## src/rtl/smi_trap_pkg.sv

```systemverilog
package smi_trap_pkg;

    localparam int ADDR_W = 16;
    localparam int DATA_W = 8;

    // bit positions inside the control/status byte
    localparam int CSR_EN_BIT  = 0;
    localparam int CSR_CLR_BIT = 1;

    typedef enum logic [1:0] {
        SEL_NONE  = 2'd0,
        SEL_CMD   = 2'd1,
        SEL_PARAM = 2'd2,
        SEL_CSR   = 2'd3
    } port_sel_e;

    typedef struct packed {
        logic en;
        logic pend;
    } trap_state_t;

    function automatic port_sel_e match_port(
        input logic [ADDR_W-1:0] addr,
        input logic [ADDR_W-1:0] cmd_port,
        input logic [ADDR_W-1:0] param_port,
        input logic [ADDR_W-1:0] csr_port
    );
        if (addr == cmd_port)   return SEL_CMD;
        if (addr == param_port) return SEL_PARAM;
        if (addr == csr_port)   return SEL_CSR;
        return SEL_NONE;
    endfunction

endpackage

```

## src/rtl/smi_io_decode.sv

```systemverilog
module smi_io_decode
    import smi_trap_pkg::*;
#(
    parameter logic [ADDR_W-1:0] CMD_PORT   = 16'h00B2,
    parameter logic [ADDR_W-1:0] PARAM_PORT = 16'h00B3,
    parameter logic [ADDR_W-1:0] CSR_PORT   = 16'h00B8
) (
    input  logic              io_valid,
    input  logic              io_write,
    input  logic [ADDR_W-1:0] io_addr,
    output port_sel_e         wr_sel,
    output port_sel_e         rd_sel
);
    port_sel_e hit;

    always_comb begin
        hit    = match_port(io_addr, CMD_PORT, PARAM_PORT, CSR_PORT);
        wr_sel = (io_valid && io_write)  ? hit : SEL_NONE;
        rd_sel = (io_valid && !io_write) ? hit : SEL_NONE;
    end
endmodule

```

## src/rtl/smi_byte_latch.sv

```systemverilog
module smi_byte_latch #(
    parameter int WIDTH = 8
) (
    input  logic             clk,
    input  logic             rst,
    input  logic             load,
    input  logic [WIDTH-1:0] din,
    output logic [WIDTH-1:0] q
);
    always_ff @(posedge clk) begin
        if (rst)       q <= '0;
        else if (load) q <= din;
    end


    hold_when_idle_chk: assert property (@(posedge clk) disable iff (rst)
        !load |=> $stable(q));


    load_takes_data_chk: assert property (@(posedge clk) disable iff (rst)
        load |=> (q == $past(din)));
endmodule

```

## src/rtl/smi_trap_ctrl.sv

```systemverilog
module smi_trap_ctrl
    import smi_trap_pkg::*;
#(
    parameter int WIDTH = DATA_W
) (
    input  logic             clk,
    input  logic             rst,
    input  port_sel_e        wr_sel,
    input  logic [WIDTH-1:0] wdata,
    output trap_state_t      state
);
    trap_state_t nxt;
    logic        do_clear;
    logic        do_raise;

    always_comb begin
        do_clear = (wr_sel == SEL_CSR) && wdata[CSR_CLR_BIT];
        do_raise = (wr_sel == SEL_CMD) && state.en;
        nxt      = state;
        if (wr_sel == SEL_CSR) nxt.en = wdata[CSR_EN_BIT];
        if (do_clear)          nxt.pend = 1'b0;
        else if (do_raise)     nxt.pend = 1'b1;
    end

    always_ff @(posedge clk) begin
        if (rst) state <= '0;
        else     state <= nxt;
    end


    pend_sticky_chk: assert property (@(posedge clk) disable iff (rst)
        (state.pend && !(wr_sel == SEL_CSR && wdata[CSR_CLR_BIT])) |=> state.pend);


    clear_wins_chk: assert property (@(posedge clk) disable iff (rst)
        (wr_sel == SEL_CSR && wdata[CSR_CLR_BIT]) |=> !state.pend);


    param_no_raise_chk: assert property (@(posedge clk) disable iff (rst)
        (wr_sel == SEL_PARAM && !state.pend) |=> !state.pend);


    enable_alone_no_raise_chk: assert property (@(posedge clk) disable iff (rst)
        (wr_sel == SEL_CSR && !state.pend) |=> !state.pend);
endmodule

```

## src/rtl/smi_port_trap.sv

```systemverilog
module smi_port_trap
    import smi_trap_pkg::*;
#(
    parameter logic [ADDR_W-1:0] CMD_PORT   = 16'h00B2,
    parameter logic [ADDR_W-1:0] PARAM_PORT = 16'h00B3,
    parameter logic [ADDR_W-1:0] CSR_PORT   = 16'h00B8
) (
    input  logic              clk,
    input  logic              rst,
    input  logic              io_valid,
    input  logic              io_write,
    input  logic [ADDR_W-1:0] io_addr,
    input  logic [DATA_W-1:0] io_wdata,
    output logic [DATA_W-1:0] io_rdata,
    output logic              smi_req,
    output logic [DATA_W-1:0] cmd_value,
    output logic [DATA_W-1:0] param_value
);
    localparam int CSR_PAD = DATA_W - 2;

    port_sel_e   wr_sel;
    port_sel_e   rd_sel;
    trap_state_t st;

    smi_io_decode #(
        .CMD_PORT  (CMD_PORT),
        .PARAM_PORT(PARAM_PORT),
        .CSR_PORT  (CSR_PORT)
    ) u_decode (
        .io_valid(io_valid),
        .io_write(io_write),
        .io_addr (io_addr),
        .wr_sel  (wr_sel),
        .rd_sel  (rd_sel)
    );

    smi_byte_latch #(.WIDTH(DATA_W)) u_cmd_latch (
        .clk (clk),
        .rst (rst),
        .load(wr_sel == SEL_CMD),
        .din (io_wdata),
        .q   (cmd_value)
    );

    smi_byte_latch #(.WIDTH(DATA_W)) u_param_latch (
        .clk (clk),
        .rst (rst),
        .load(wr_sel == SEL_PARAM),
        .din (io_wdata),
        .q   (param_value)
    );

    smi_trap_ctrl #(.WIDTH(DATA_W)) u_ctrl (
        .clk   (clk),
        .rst   (rst),
        .wr_sel(wr_sel),
        .wdata (io_wdata),
        .state (st)
    );

    assign smi_req = st.pend;

    always_comb begin
        unique case (rd_sel)
            SEL_CMD:   io_rdata = cmd_value;
            SEL_PARAM: io_rdata = param_value;
            SEL_CSR:   io_rdata = {{CSR_PAD{1'b0}}, st.pend, st.en};
            default:   io_rdata = '0;
        endcase
    end


    rise_from_cmd_chk: assert property (@(posedge clk) disable iff (rst)
        $rose(smi_req) |-> $past(io_valid && io_write && io_addr == CMD_PORT));


    reset_clears_chk: assert property (@(posedge clk)
        rst |=> (!smi_req && cmd_value == '0 && param_value == '0));


    overwrite_keeps_req_chk: assert property (@(posedge clk) disable iff (rst)
        (smi_req && io_valid && io_write && io_addr == CMD_PORT) |=> smi_req);


    idle_rdata_zero_chk: assert property (@(posedge clk) disable iff (rst)
        !io_valid |-> (io_rdata == '0));
endmodule

```

## config.mk

```make
export PLATFORM = sky130hd
export DESIGN_NAME = smi_port_trap
export DESIGN_NICKNAME = d
export VERILOG_FILES = /design/src/rtl/smi_trap_pkg.sv /design/src/rtl/smi_io_decode.sv /design/src/rtl/smi_byte_latch.sv /design/src/rtl/smi_trap_ctrl.sv /design/src/rtl/smi_port_trap.sv
export SDC_FILE = /design/constraint.sdc
export NUM_CORES = 1
export LEC_CHECK = 0
export BUFFER_PORTS_ARGS = -buffer_cell sky130_fd_sc_hd__buf_2
export CAP_MARGIN = 5
export CORE_UTILIZATION = 47
export DETAILED_ROUTE_END_ITERATION = 6
export HOLD_SLACK_MARGIN = 0.08
export PLACE_DENSITY = 0.84
export SETUP_SLACK_MARGIN = 0.02
export SLEW_MARGIN = 5
export SYNTH_ARGS = -nofsm -noshare
export SYNTH_HDL_FRONTEND = slang
export SYNTH_SLANG_ARGS = --single-unit
```

## constraint.sdc

```tcl
create_clock -name clk -period 1.7 [get_ports clk]
set_input_delay 0.085 -clock clk [delete_from_list [all_inputs] [get_ports clk]]
set_output_delay 0.085 -clock clk [all_outputs]
set_load 0.02 [all_outputs]
```

After elaboration in Yosys (flattened, before gate mapping). Cells that the tools add are included.

Output and inout port bits: 25. Register bits after elaboration: 18. Input bits: 28.

Eq/ne operators: 9. Reduce and logical (&&, ||, !) cells: 6. Multiplexer cells: 15.

Operators by type and width (count): equality test 16 x 8 -> 1 bit (second input constant) (3); one-hot mux 8 bit (3 select lines) (1); two-way mux 2 bit (8); equality test 2 bit (second input constant) (4); two-way mux 1 bit (6); equality test 2 x 1 -> 1 bit (second input constant) (2); logical AND 1 bit (4); OR reduction 2 bit (1); zero test 1 bit (1).

Depth between registers and ports, before layout. Gate-level depths: netlist of the first run.

Depth in word-level cells: 12. Mapped depth: 6. Gate-level depth less buffers: 4.

Hierarchy. From an unflattened synthesis of the first run, not the netlist that was laid out.

Cell total of the unflattened synthesis: 92. Area, all modules: 914.6 um2.

Modules (own cells, without submodules): smi_byte_latch (seq. area each 160.2 um2, area an instance 285.3 um2, cells an instance 26, instances 2); smi_port_trap (seq. area each 0.0 um2, area an instance 140.1 um2, cells an instance 15, instances 1); smi_io_decode (seq. area each 0.0 um2, area an instance 113.9 um2, cells an instance 16, instances 1); smi_trap_ctrl (seq. area each 40.0 um2, area an instance 90.1 um2, cells an instance 9, instances 1).

Worst setup path before layout of the first run. Ideal clock, no wire load.

Path kind: input -> output. Start point: input port io_addr[2]. End point: output port io_rdata[0]. Required time: 1.615 ns. Stages: 4. Slack: 0.337 ns. Arrival: 1.278 ns. Cells stage by stage: nor4b_4 -> nand3_4 -> nor4b_4 -> a221o_1.

Longest elaborated chain between the ends: 10. Elaborated cells on any way between the ends: 19.

Ends and longest elaborated chain: start, declared (RTL line smi_port_trap.sv:12) `input logic [ADDR_W-1:0] io_addr,`; equality test 16 x 8 -> 1 bit (RTL line smi_trap_pkg.sv:30) `if (addr == csr_port) return SEL_CSR;`; two-way mux 1 bit (2 in series) (RTL line smi_trap_pkg.sv:30); two-way mux 1 bit (RTL line smi_trap_pkg.sv:29) `if (addr == param_port) return SEL_PARAM;`; two-way mux 2 bit (RTL line smi_trap_pkg.sv:31) `return SEL_NONE;`; two-way mux 2 bit (RTL line smi_trap_pkg.sv:30); two-way mux 2 bit * (RTL line smi_trap_pkg.sv:29); two-way mux 2 bit * (RTL line smi_io_decode.sv:19) `rd_sel = (io_valid && !io_write) ? hit : SEL_NONE;`; equality test 2 bit or equality test 2 x 1 -> 1 bit (tied branches) (RTL line smi_port_trap.sv:64) `unique case (rd_sel)`; one-hot mux 8 bit (3 select lines) * (RTL line smi_port_trap.sv:64); end, declared (RTL line smi_port_trap.sv:14) `output logic [DATA_W-1:0] io_rdata,`.

Mark *: on every way between the ends. The rest lies on a longest branch, timed or not. The select of a mux whose other input is x is not followed.

Final worst setup path of the first run. Same ends and word-level chain as after synthesis.

==> results of run 1 <==
cells by family after synthesis:
family                 synth area share
DFF                              0.3688
and+or+nand+nor                  0.3252
AOI/OAI and AO/OA                0.2599
buffers and inverters           0.04609
through the flow:
step | hold slack, ps | setup WS, ps | utilization | cells
after global routing | 167.1 | 30.00 | 0.7073 | 199
final | 143.5 | 103.4 | 0.7073 | 199
after global placement | 355.0 | 181.1 | 0.6480 | 187
after floorplan | 236.8 | 337.4 | - | 110
after detailed placement | 363.1 | 114.9 | 0.6480 | 187
after CTS | 136.0 | 106.6 | 0.7073 | 199
synthesized netlist by cell type, types with 2 or more instances:
master	instances	area share
nor2_1	2	0.0077
and4_1	3	0.027
o21ai_0	16	0.082
nor2b_1	2	0.013
a21oi_1	17	0.087
dfxtp_1	18	0.37
nand4_1	10	0.064
nand3_1	9	0.046
nor4b_4	2	0.049
and3_1	3	0.019
a22o_1	6	0.054
clkbuf_1	2	0.0077
buf_2	3	0.015
a221o_1	2	0.020
area by class of cell:
class | instances | area, um2 | share of cell area
repair buffers | 66 | 385.4 | 0.2777
flip-flops and latches | 18 | 360.3 | 0.2597
well taps | 27 | 33.78 | 0.02435
clock buffers | 4 | 36.28 | 0.02615
multi-input cells | 84 | 571.8 | 0.4121
worst paths after layout:
path / cells after the start / endpoint
worst max register to register: 2 / u_ctrl.state[1]
worst min-delay path: 3 / u_param_latch.q[4]
worst max-delay path: 6 / io_rdata[0]
worst min register to register: 2 / u_cmd_latch.q[0]
flip-flops by register name, indices dropped and copies added, names as in the netlist:
register	count
u_param_latch.q	8
u_ctrl.state	2
u_cmd_latch.q	8
power groups by stage:
stage / Sequential (mW) / Clock (mW) / Combinational (mW)
2_1_floorplan: 0.431 / 0 / 0.0275
4_1_cts: 0.421 / 0.267 / 0.0869
3_3_place_gp: 0.431 / 0 / 0.0706
5_1_grt: 0.422 / 0.284 / 0.0965
6_report: 0.421 / 0.265 / 0.0881
3_5_place_dp: 0.431 / 0 / 0.0728
what timing repair did:
| item | in CTS | in global routing |
|---|---|---|
| resized for setup | 0 | 0 |
| endpoints found under the setup margin | 0 | 0 |
| hold buffers | 8 | 0 |
| hold endpoints to repair | 16 | 0 |
critical path, cell delays in order:
cell and delay [ps]:
buf_2 120, nor4b_4 340, and3_2 240, and3_1 350
a221o_1 210, buf_2 160
per-layer routing:
metal | routed length (um) | up-vias
met5 | 0 | -
met4 | 42 | 0
met3 | 257 | 7
met2 | 1510 | 59
met1 | 1114 | 533
li1 | - | 555
==> impl_metrics.py, run 1 <==
metrics = {
    "global_routing": {
        "grt_use_met1": 0.3447,
        "grt_pass1_wl_um": 4305,
        "busiest_layer": "met2",
        "overflow": 0,
        "antenna_found_initial": 0,
        "grt_use_met2": 0.4466,
        "grt_max_degree": 19,
        "gr-usage-all-layers": 0.2686,
        "met3_usage": 0.06415,
        "grt_pass1_vias": 981,
    },
    "detailed_routing": {
        "vias_per_cell": 5.799,
        "routedWlPerCell_um": 14.70,
        "dr.pass1.iters": 4,
        "totalWireLength_um": 2925,
        "vias": 1154,
        "drt_iter0_markers": 63,
        "ant_nets": 0,
        "drc": 0,
    },
    "logic_synthesis": {
        "syn_area_per_cell_um2": 8.884,
        "synth_cell_type_count": 29,
        "synth_edf_count": 0,
        "synth_warnings": 0,
        "postSynthCellCount": 110,
        "ys_ff_latch": 18,
        "synth_nets": 138,
        "synthFlopType": "dfxtp_1",
        "ys_async_sr_fraction": 0,
        "seq_area_frac_synth": 0.3688,
        "synth_area_um2": 977.2,
    },
    "clock_network": {
        "ctsLongestPathBuffers": 2,
        "clkSinkCount": 18,
        "insertion_delay_ps": 290,
        "cts_tree": "done",
        "post-cts-setup-buffers": 0,
        "h-tree-depth": 1,
        "numCtsBuffers": 3,
        "path_clk_slew_ps": 110,
        "cts_root_buf": "clkbuf_4",
    },
    "worst_setup_path": {
        "worstPathArrival_ps": 1510,
        "critical_path_required_ps": 1620,
        "crit_start": "io_addr[2]",
        "rr_startpoint": "u_ctrl.state[1]",
        "crit_type": "input port to primary output",
        "regToRegSetupSlack_ps": 970,
        "cp-end-kind": "primary output",
        "cp-start-kind": "input port",
        "critPathMaxFanout": 8,
    },
    "placement": {
        "io_buffer_count": 52,
        "dpl_cell_area_um2": 1271,
        "place.gp.congestion": 0.8151,
        "hpwl_um": 2030,
    },
    "power_and_ir_drop": {
        "cellLeakagePower_nw": 0.6212,
        "switching_share": 0.2285,
        "p_seq_frac": 0.544,
        "power_uw": 774.2,
        "p_comb_frac": 0.114,
        "switchingPower_uw": 176.9,
        "intPower_uw": 597.3,
        "clock_power_share": 0.342,
        "cellPowerDensity_nw_per_um2": 558.0,
        "vdd_drop_max_uv": 426.2,
    },
    "timing": {
        "fin_worst_skew_ps": 0.06714,
        "fin_tns_setup_ps": 0,
        "worstMarginPinSlew_ps": 448.4,
        "max-slew-margin-rel": 0.7010,
        "rsz0062_at_grt": "no",
        "fmax_mhz": 626.3,
        "fin_crit_sh": 0.9392,
        "setup_viol": 0,
        "hold_violations": 0,
        "maxSlewViolCount": 0,
        "min_period_ps": 1597,
    },
    "hold_path": {
        "hold_path.startpoint": "io_write",
        "hold_path_class": "input port to flop",
    },
    "die": {
        "core_region_area_um2": 1962,
        "pin_count": 53,
        "die_area_um2": 2265,
        "fp-row-count": 16,
        "initial_core_util": 0.4981,
        "dieWidth_um": 47.60,
        "die_y_um": 47.60,
    },
    "layout": {
        "syn2layout_area_growth_pct": 42.00,
        "final_common_cell": "buf_2",
        "num_antenna_cells": 0,
        "final_cell_mix": "buf_2, dfxtp_1, a21oi_1",
        "final_nets": 201,
        "fillers": 165,
        "drive_gt1_frac": 0.4070,
        "design_area_um2": 1388,
    },
    "job": {
        "max-cap-violations": 0,
    },
    "status": {
        "outcome": "completed",
    },
}
(Power assumes the default switching activity.)
==> run 2: changes to the inputs <==
ABC_CLOCK_PERIOD_IN_PS = 1700   (was default)
RECOVER_POWER = 100   (was default)
==> run 2 against run 1 <==
  * Global-route usage unchanged
  * Total power up 0.13%
  * Flip-flop and latch count unchanged
  * Clock power about the same
  * Clock skew about the same
==> impl_metrics.py, run 2 (synthesized netlist as in run 1, its figures left out) <==
metrics = {
    "status": {
        "outcome": "completed",
    },
    "global_routing": {
        "grt_pass1_vias": 981,
        "grt_max_degree": 19,
        "overflow": 0,
        "antenna_found_initial": 0,
        "grt_pass1_wl_um": 4305,
        "gr-usage-all-layers": 0.2686,
    },
    "detailed_routing": {
        "drt_iter0_markers": 40,
        "vias": 1166,
        "routedWlPerCell_um": 14.70,
        "dr.pass1.iters": 4,
        "ant_nets": 0,
        "drc": 0,
        "totalWireLength_um": 2925,
        "vias_per_cell": 5.859,
    },
    "clock_network": {
        "ctsLongestPathBuffers": 2,
        "clkSinkCount": 18,
        "cts_root_buf": "clkbuf_4",
        "cts_resized": 0,
        "insertion_delay_ps": 290,
        "post-cts-setup-buffers": 0,
        "holdBufCountCts": 8,
        "numCtsBuffers": 3,
        "h-tree-depth": 1,
        "cts_tree": "done",
        "path_clk_slew_ps": 110,
    },
    "power_and_ir_drop": {
        "switching_share": 0.2304,
        "intPower_uw": 596.7,
        "cellLeakagePower_nw": 0.5338,
        "clock_power_share": 0.343,
        "switchingPower_uw": 178.6,
        "cellPowerDensity_nw_per_um2": 568.4,
        "p_comb_frac": 0.113,
        "vdd_drop_max_uv": 426.3,
        "p_seq_frac": 0.544,
    },
    "timing": {
        "worstMarginPinSlew_ps": 456.2,
        "fin_worst_skew_ps": 0.06553,
        "max-slew-margin-rel": 0.6959,
        "fmax_mhz": 618.9,
        "setup_viol": 0,
        "fin_tns_setup_ps": 0,
        "fin_crit_sh": 0.9504,
        "rsz0062_at_grt": "no",
        "maxSlewViolCount": 0,
        "hold_violations": 0,
        "min_period_ps": 1616,
    },
    "layout": {
        "final_nets": 201,
        "drive_gt1_frac": 0.2965,
        "final-seq-area_um2": 360.3,
        "final_common_cell": "buf_2",
        "fin_cells": 199,
        "final_cell_mix": "buf_2, clkbuf_1, dfxtp_1",
        "syn2layout_area_growth_pct": 39.56,
        "top_regs": "u_cmd_latch.q: 8 flops, u_param_latch.q: 8 flops, u_ctrl.state: 2 flops",
        "fillers": 178,
        "num_antenna_cells": 0,
        "multi_input_comb_area_um2": 571.8,
    },
    "worst_setup_path": {
        "crit_type": "input port to primary output",
        "regToRegSetupSlack_ps": 980,
        "reg2regPathDepth": 2,
        "reg2reg_to": "u_ctrl.state[1]",
        "cp-end-kind": "primary output",
        "critPathMaxFanout": 8,
        "critical_path_required_ps": 1620,
        "rr_startpoint": "u_ctrl.state[1]",
        "worstPathArrival_ps": 1530,
        "cp-start-kind": "input port",
    },
    "placement": {
        "hpwl_um": 2030,
        "io_buffer_count": 52,
        "place.gp.congestion": 0.8151,
        "dp_cells": 187,
    },
    "die": {
        "die_area_um2": 2265,
        "pin_count": 53,
        "initial_core_util": 0.4981,
        "dieWidth_um": 47.60,
        "fp-row-count": 16,
        "die_y_um": 47.60,
        "core_region_area_um2": 1962,
    },
    "hold_path": {
        "hold_path.startpoint": "io_write",
        "hold_path_end": "u_param_latch.q[4]",
        "whs_path_depth": 3,
        "hold_path_class": "input port to flop",
    },
    "job": {
        "max-cap-violations": 0,
    },
}
-- run 2: changes by cell type in the layout (fill, tap and decap cells not counted) --
cell,previous run,this run
buf_2,52,27
clkbuf_1,0,19
and2_1,1,0
clkbuf_2,0,6
and2_0,0,1
-- run 2: area by class of cell --
type                       instances  share of cell area
multi-input combinational         84              0.4193
timing repair buffer              66              0.2651
sequential                        18              0.2642
clock buffer                       4             0.02661
tap                               27             0.02477
-- run 2: stage by stage --
stage / area [um2] / hold slack, ps / total power, mW / util / setup slack (ps)
after floorplan: 977.2 / 236.8 / 0.4586 / - / 337.4
final: 1364 / 145.9 / 0.7752 / 0.6952 / 84.33
after detailed placement: 1271 / 363.1 / 0.5039 / 0.6480 / 114.9
after global routing: 1364 / 167.1 / 0.8009 / 0.6952 / 16.90
after CTS: 1388 / 136.0 / 0.7749 / 0.7073 / 106.6
after global placement: 1271 / 355.0 / 0.5017 / 0.6480 / 181.1
-- run 2: per-layer routing --
metal / wire (um) / share of wire / up-vias / track usage
met4: 58 / 0.020 / 0 / 0.08333
met5: 0 / 0 / - / 0
met2: 1460 / 0.50 / 72 / 0.4466
met1: 1121 / 0.38 / 531 / 0.3447
met3: 285 / 0.097 / 8 / 0.06415
li1: - / - / 555 / -
-- run 2: how the worst max path moves through the flow --
stage / startpoint / to / slack, ps / cells after the start
global route: io_addr[11] / io_rdata[1] / 20 / 6
CTS: io_addr[2] / io_rdata[1] / 110 / 6
finish: io_addr[2] / io_rdata[1] / 80 / 6
detailed placement: io_addr[2] / io_rdata[0] / 110 / 6
global placement: io_addr[2] / io_rdata[1] / 180 / 6
floorplan: io_addr[2] / io_rdata[0] / 340 / 4
-- run 2: power groups by stage --
stage	logic (mW)	clock network, mW	registers, mW
after floorplan	0.0275	0	0.431
after global placement	0.0706	0	0.431
after detailed placement	0.0728	0	0.431
after CTS	0.0869	0.267	0.421
after global routing	0.0957	0.284	0.422
final	0.0878	0.266	0.421
-- run 2: worst max-delay path, stage by stage --
cell and delay, ps:
buf_2 120, nor4b_4 340, and3_2 240, and3_1 350
a221o_1 220, clkbuf_2 170
==> run 3: changes to the inputs <==
ABC_CLOCK_PERIOD_IN_PS = 1800   (was 1700)
CORE_UTILIZATION = 43   (was 47)
PLACE_DENSITY = 0.77   (was 0.84)
clock period = 1.8 ns   (was 1.7 ns; I/O delays follow)
==> run 3 against run 2 <==
  * Core utilization fell by 3.5 points
  * Worst hold slack improved by 16 ps
  * Flip-flop and latch count did not move
  * Clock power fell by 5%
  * Final cell count fell by 0.50%
  * Non-clock buffer count fell by 1
  * Critical path depth rose by 1
  * Critical path type unchanged
  * Largest power group unchanged
==> impl_metrics.py, run 3 (synthesized netlist as in run 1, its figures left out) <==
metrics = {
    "job": {
        "max-cap-violations": 0,
    },
    "clock_network": {
        "ctsLongestPathBuffers": 2,
        "cts_tree": "done",
        "cts_root_buf": "clkbuf_4",
        "numCtsBuffers": 3,
        "path_clk_slew_ps": 100,
        "cts_resized": 0,
        "insertion_delay_ps": 300,
        "clkSinkCount": 18,
        "post-cts-setup-buffers": 0,
        "h-tree-depth": 1,
    },
    "worst_setup_path": {
        "reg2regPathDepth": 2,
        "cp-start-kind": "input port",
        "worstPathArrival_ps": 1600,
        "regToRegSetupSlack_ps": 1060,
        "critical_path_required_ps": 1710,
        "reg2reg_to": "u_ctrl.state[1]",
        "critPathMaxFanout": 9,
        "cp-end-kind": "primary output",
        "rr_startpoint": "u_ctrl.state[1]",
        "crit_type": "input port to primary output",
    },
    "die": {
        "pin_count": 53,
        "dieWidth_um": 49.67,
        "core_region_area_um2": 2042,
        "die_y_um": 49.67,
        "initial_core_util": 0.4786,
        "fp-row-count": 16,
        "die_area_um2": 2467,
    },
    "placement": {
        "io_buffer_count": 52,
        "dp_cells": 186,
        "hpwl_um": 2176,
        "place.gp.congestion": 0.8462,
        "pre_cts_ws_ps": 177.9,
        "dpl_cell_area_um2": 1264,
    },
    "global_routing": {
        "grt_max_degree": 19,
        "grt_pass1_vias": 1125,
        "grt_pass1_wl_um": 4802,
        "gr-usage-all-layers": 0.2548,
        "antenna_found_initial": 0,
        "overflow": 0,
    },
    "timing": {
        "layout_setup_ws_ps": 111.0,
        "max-slew-margin-rel": 0.7125,
        "maxSlewViolCount": 0,
        "fin_crit_sh": 0.9384,
        "fmax_mhz": 592.1,
        "fin_worst_skew_ps": 0.01948,
        "rsz0062_at_grt": "no",
        "hold_violations": 0,
        "fin_tns_setup_ps": 0,
        "setup_viol": 0,
        "min_period_ps": 1689,
        "worstMarginPinSlew_ps": 431.2,
    },
    "power_and_ir_drop": {
        "cellLeakagePower_nw": 0.5360,
        "cellPowerDensity_nw_per_um2": 541.7,
        "vdd_drop_max_uv": 619.9,
    },
    "layout": {
        "num_antenna_cells": 0,
        "syn2layout_area_growth_pct": 38.03,
        "multi_input_comb_area_um2": 564.3,
        "fillers": 190,
        "final_nets": 200,
        "top_regs": "u_cmd_latch.q: 8 flops, u_param_latch.q: 8 flops, u_ctrl.state: 2 flops",
        "design_area_um2": 1349,
        "fin_cells": 198,
        "final_cell_mix": "buf_2, clkbuf_1, dfxtp_1",
        "final_common_cell": "buf_2",
        "drive_gt1_frac": 0.2924,
        "final-seq-area_um2": 360.3,
        "fin_util": 0.6605,
    },
    "detailed_routing": {
        "dr.pass1.iters": 4,
        "totalWireLength_um": 3001,
        "routedWlPerCell_um": 15.16,
        "drc": 0,
        "vias": 1164,
        "drt_iter0_markers": 41,
        "vias_per_cell": 5.879,
        "ant_nets": 0,
    },
    "hold_path": {
        "whs_path_depth": 2,
        "hold_path_class": "input port to flop",
        "hold_path.startpoint": "rst",
        "hold_path_end": "u_param_latch.q[4]",
    },
    "status": {
        "outcome": "completed",
    },
}
-- run 3: power by group --
part           internal (mW)  switching [mW]  leakage (nW)
registers              0.398      0.00000116         0.145
logic                 0.0408          0.0400         0.370
clock network          0.124           0.128        0.0210
-- run 3: critical path: stages --
cell,delay (ps)
buf_2,120
nor4b_4,300
nand3_2,260
nor4b_4,340
buf_4,190
a221o_1,140
clkbuf_2,160
-- run 3: cell type report --
type,instances,share of cell area
Multi-Input combinational cell,84,0.4184
Sequential cell,18,0.2672
Timing Repair Buffer,65,0.2625
Clock buffer,4,0.02690
Tap cell,27,0.02505
-- run 3: repair_timing --
action / in CTS / in global routing
endpoints found under the hold margin: 16 / 0
hold buffers: 8 / 0
setup endpoints to repair: 0 / 0
-- run 3: worst max-delay path by stage --
stage,start,to,cells past startpoint
floorplan,io_addr[2],io_rdata[0],4
global placement,io_addr[2],io_rdata[2],7
detailed placement,io_addr[2],io_rdata[0],7
CTS,io_addr[2],io_rdata[0],7
global route,io_addr[9],io_rdata[7],7
finish,io_addr[2],io_rdata[0],7
-- run 3: through the flow --
step                      hold WS (ps)  total power [mW]
after floorplan                  241.8            0.4331
after global placement           364.9            0.4720
after detailed placement         369.9            0.4748
after CTS                        158.0            0.7341
after global routing             171.0            0.7607
final                            162.1            0.7307
-- run 3: layer usage --
| layer | track usage | part of all wire | vias up |
|---|---|---|---|
| met4 | 0.1095 | 0.014 | 0 |
| li1 | - | - | 552 |
| met5 | 0 | 0 | - |
| met2 | 0.4437 | 0.50 | 62 |
| met1 | 0.2849 | 0.41 | 543 |
| met3 | 0.07407 | 0.078 | 7 |
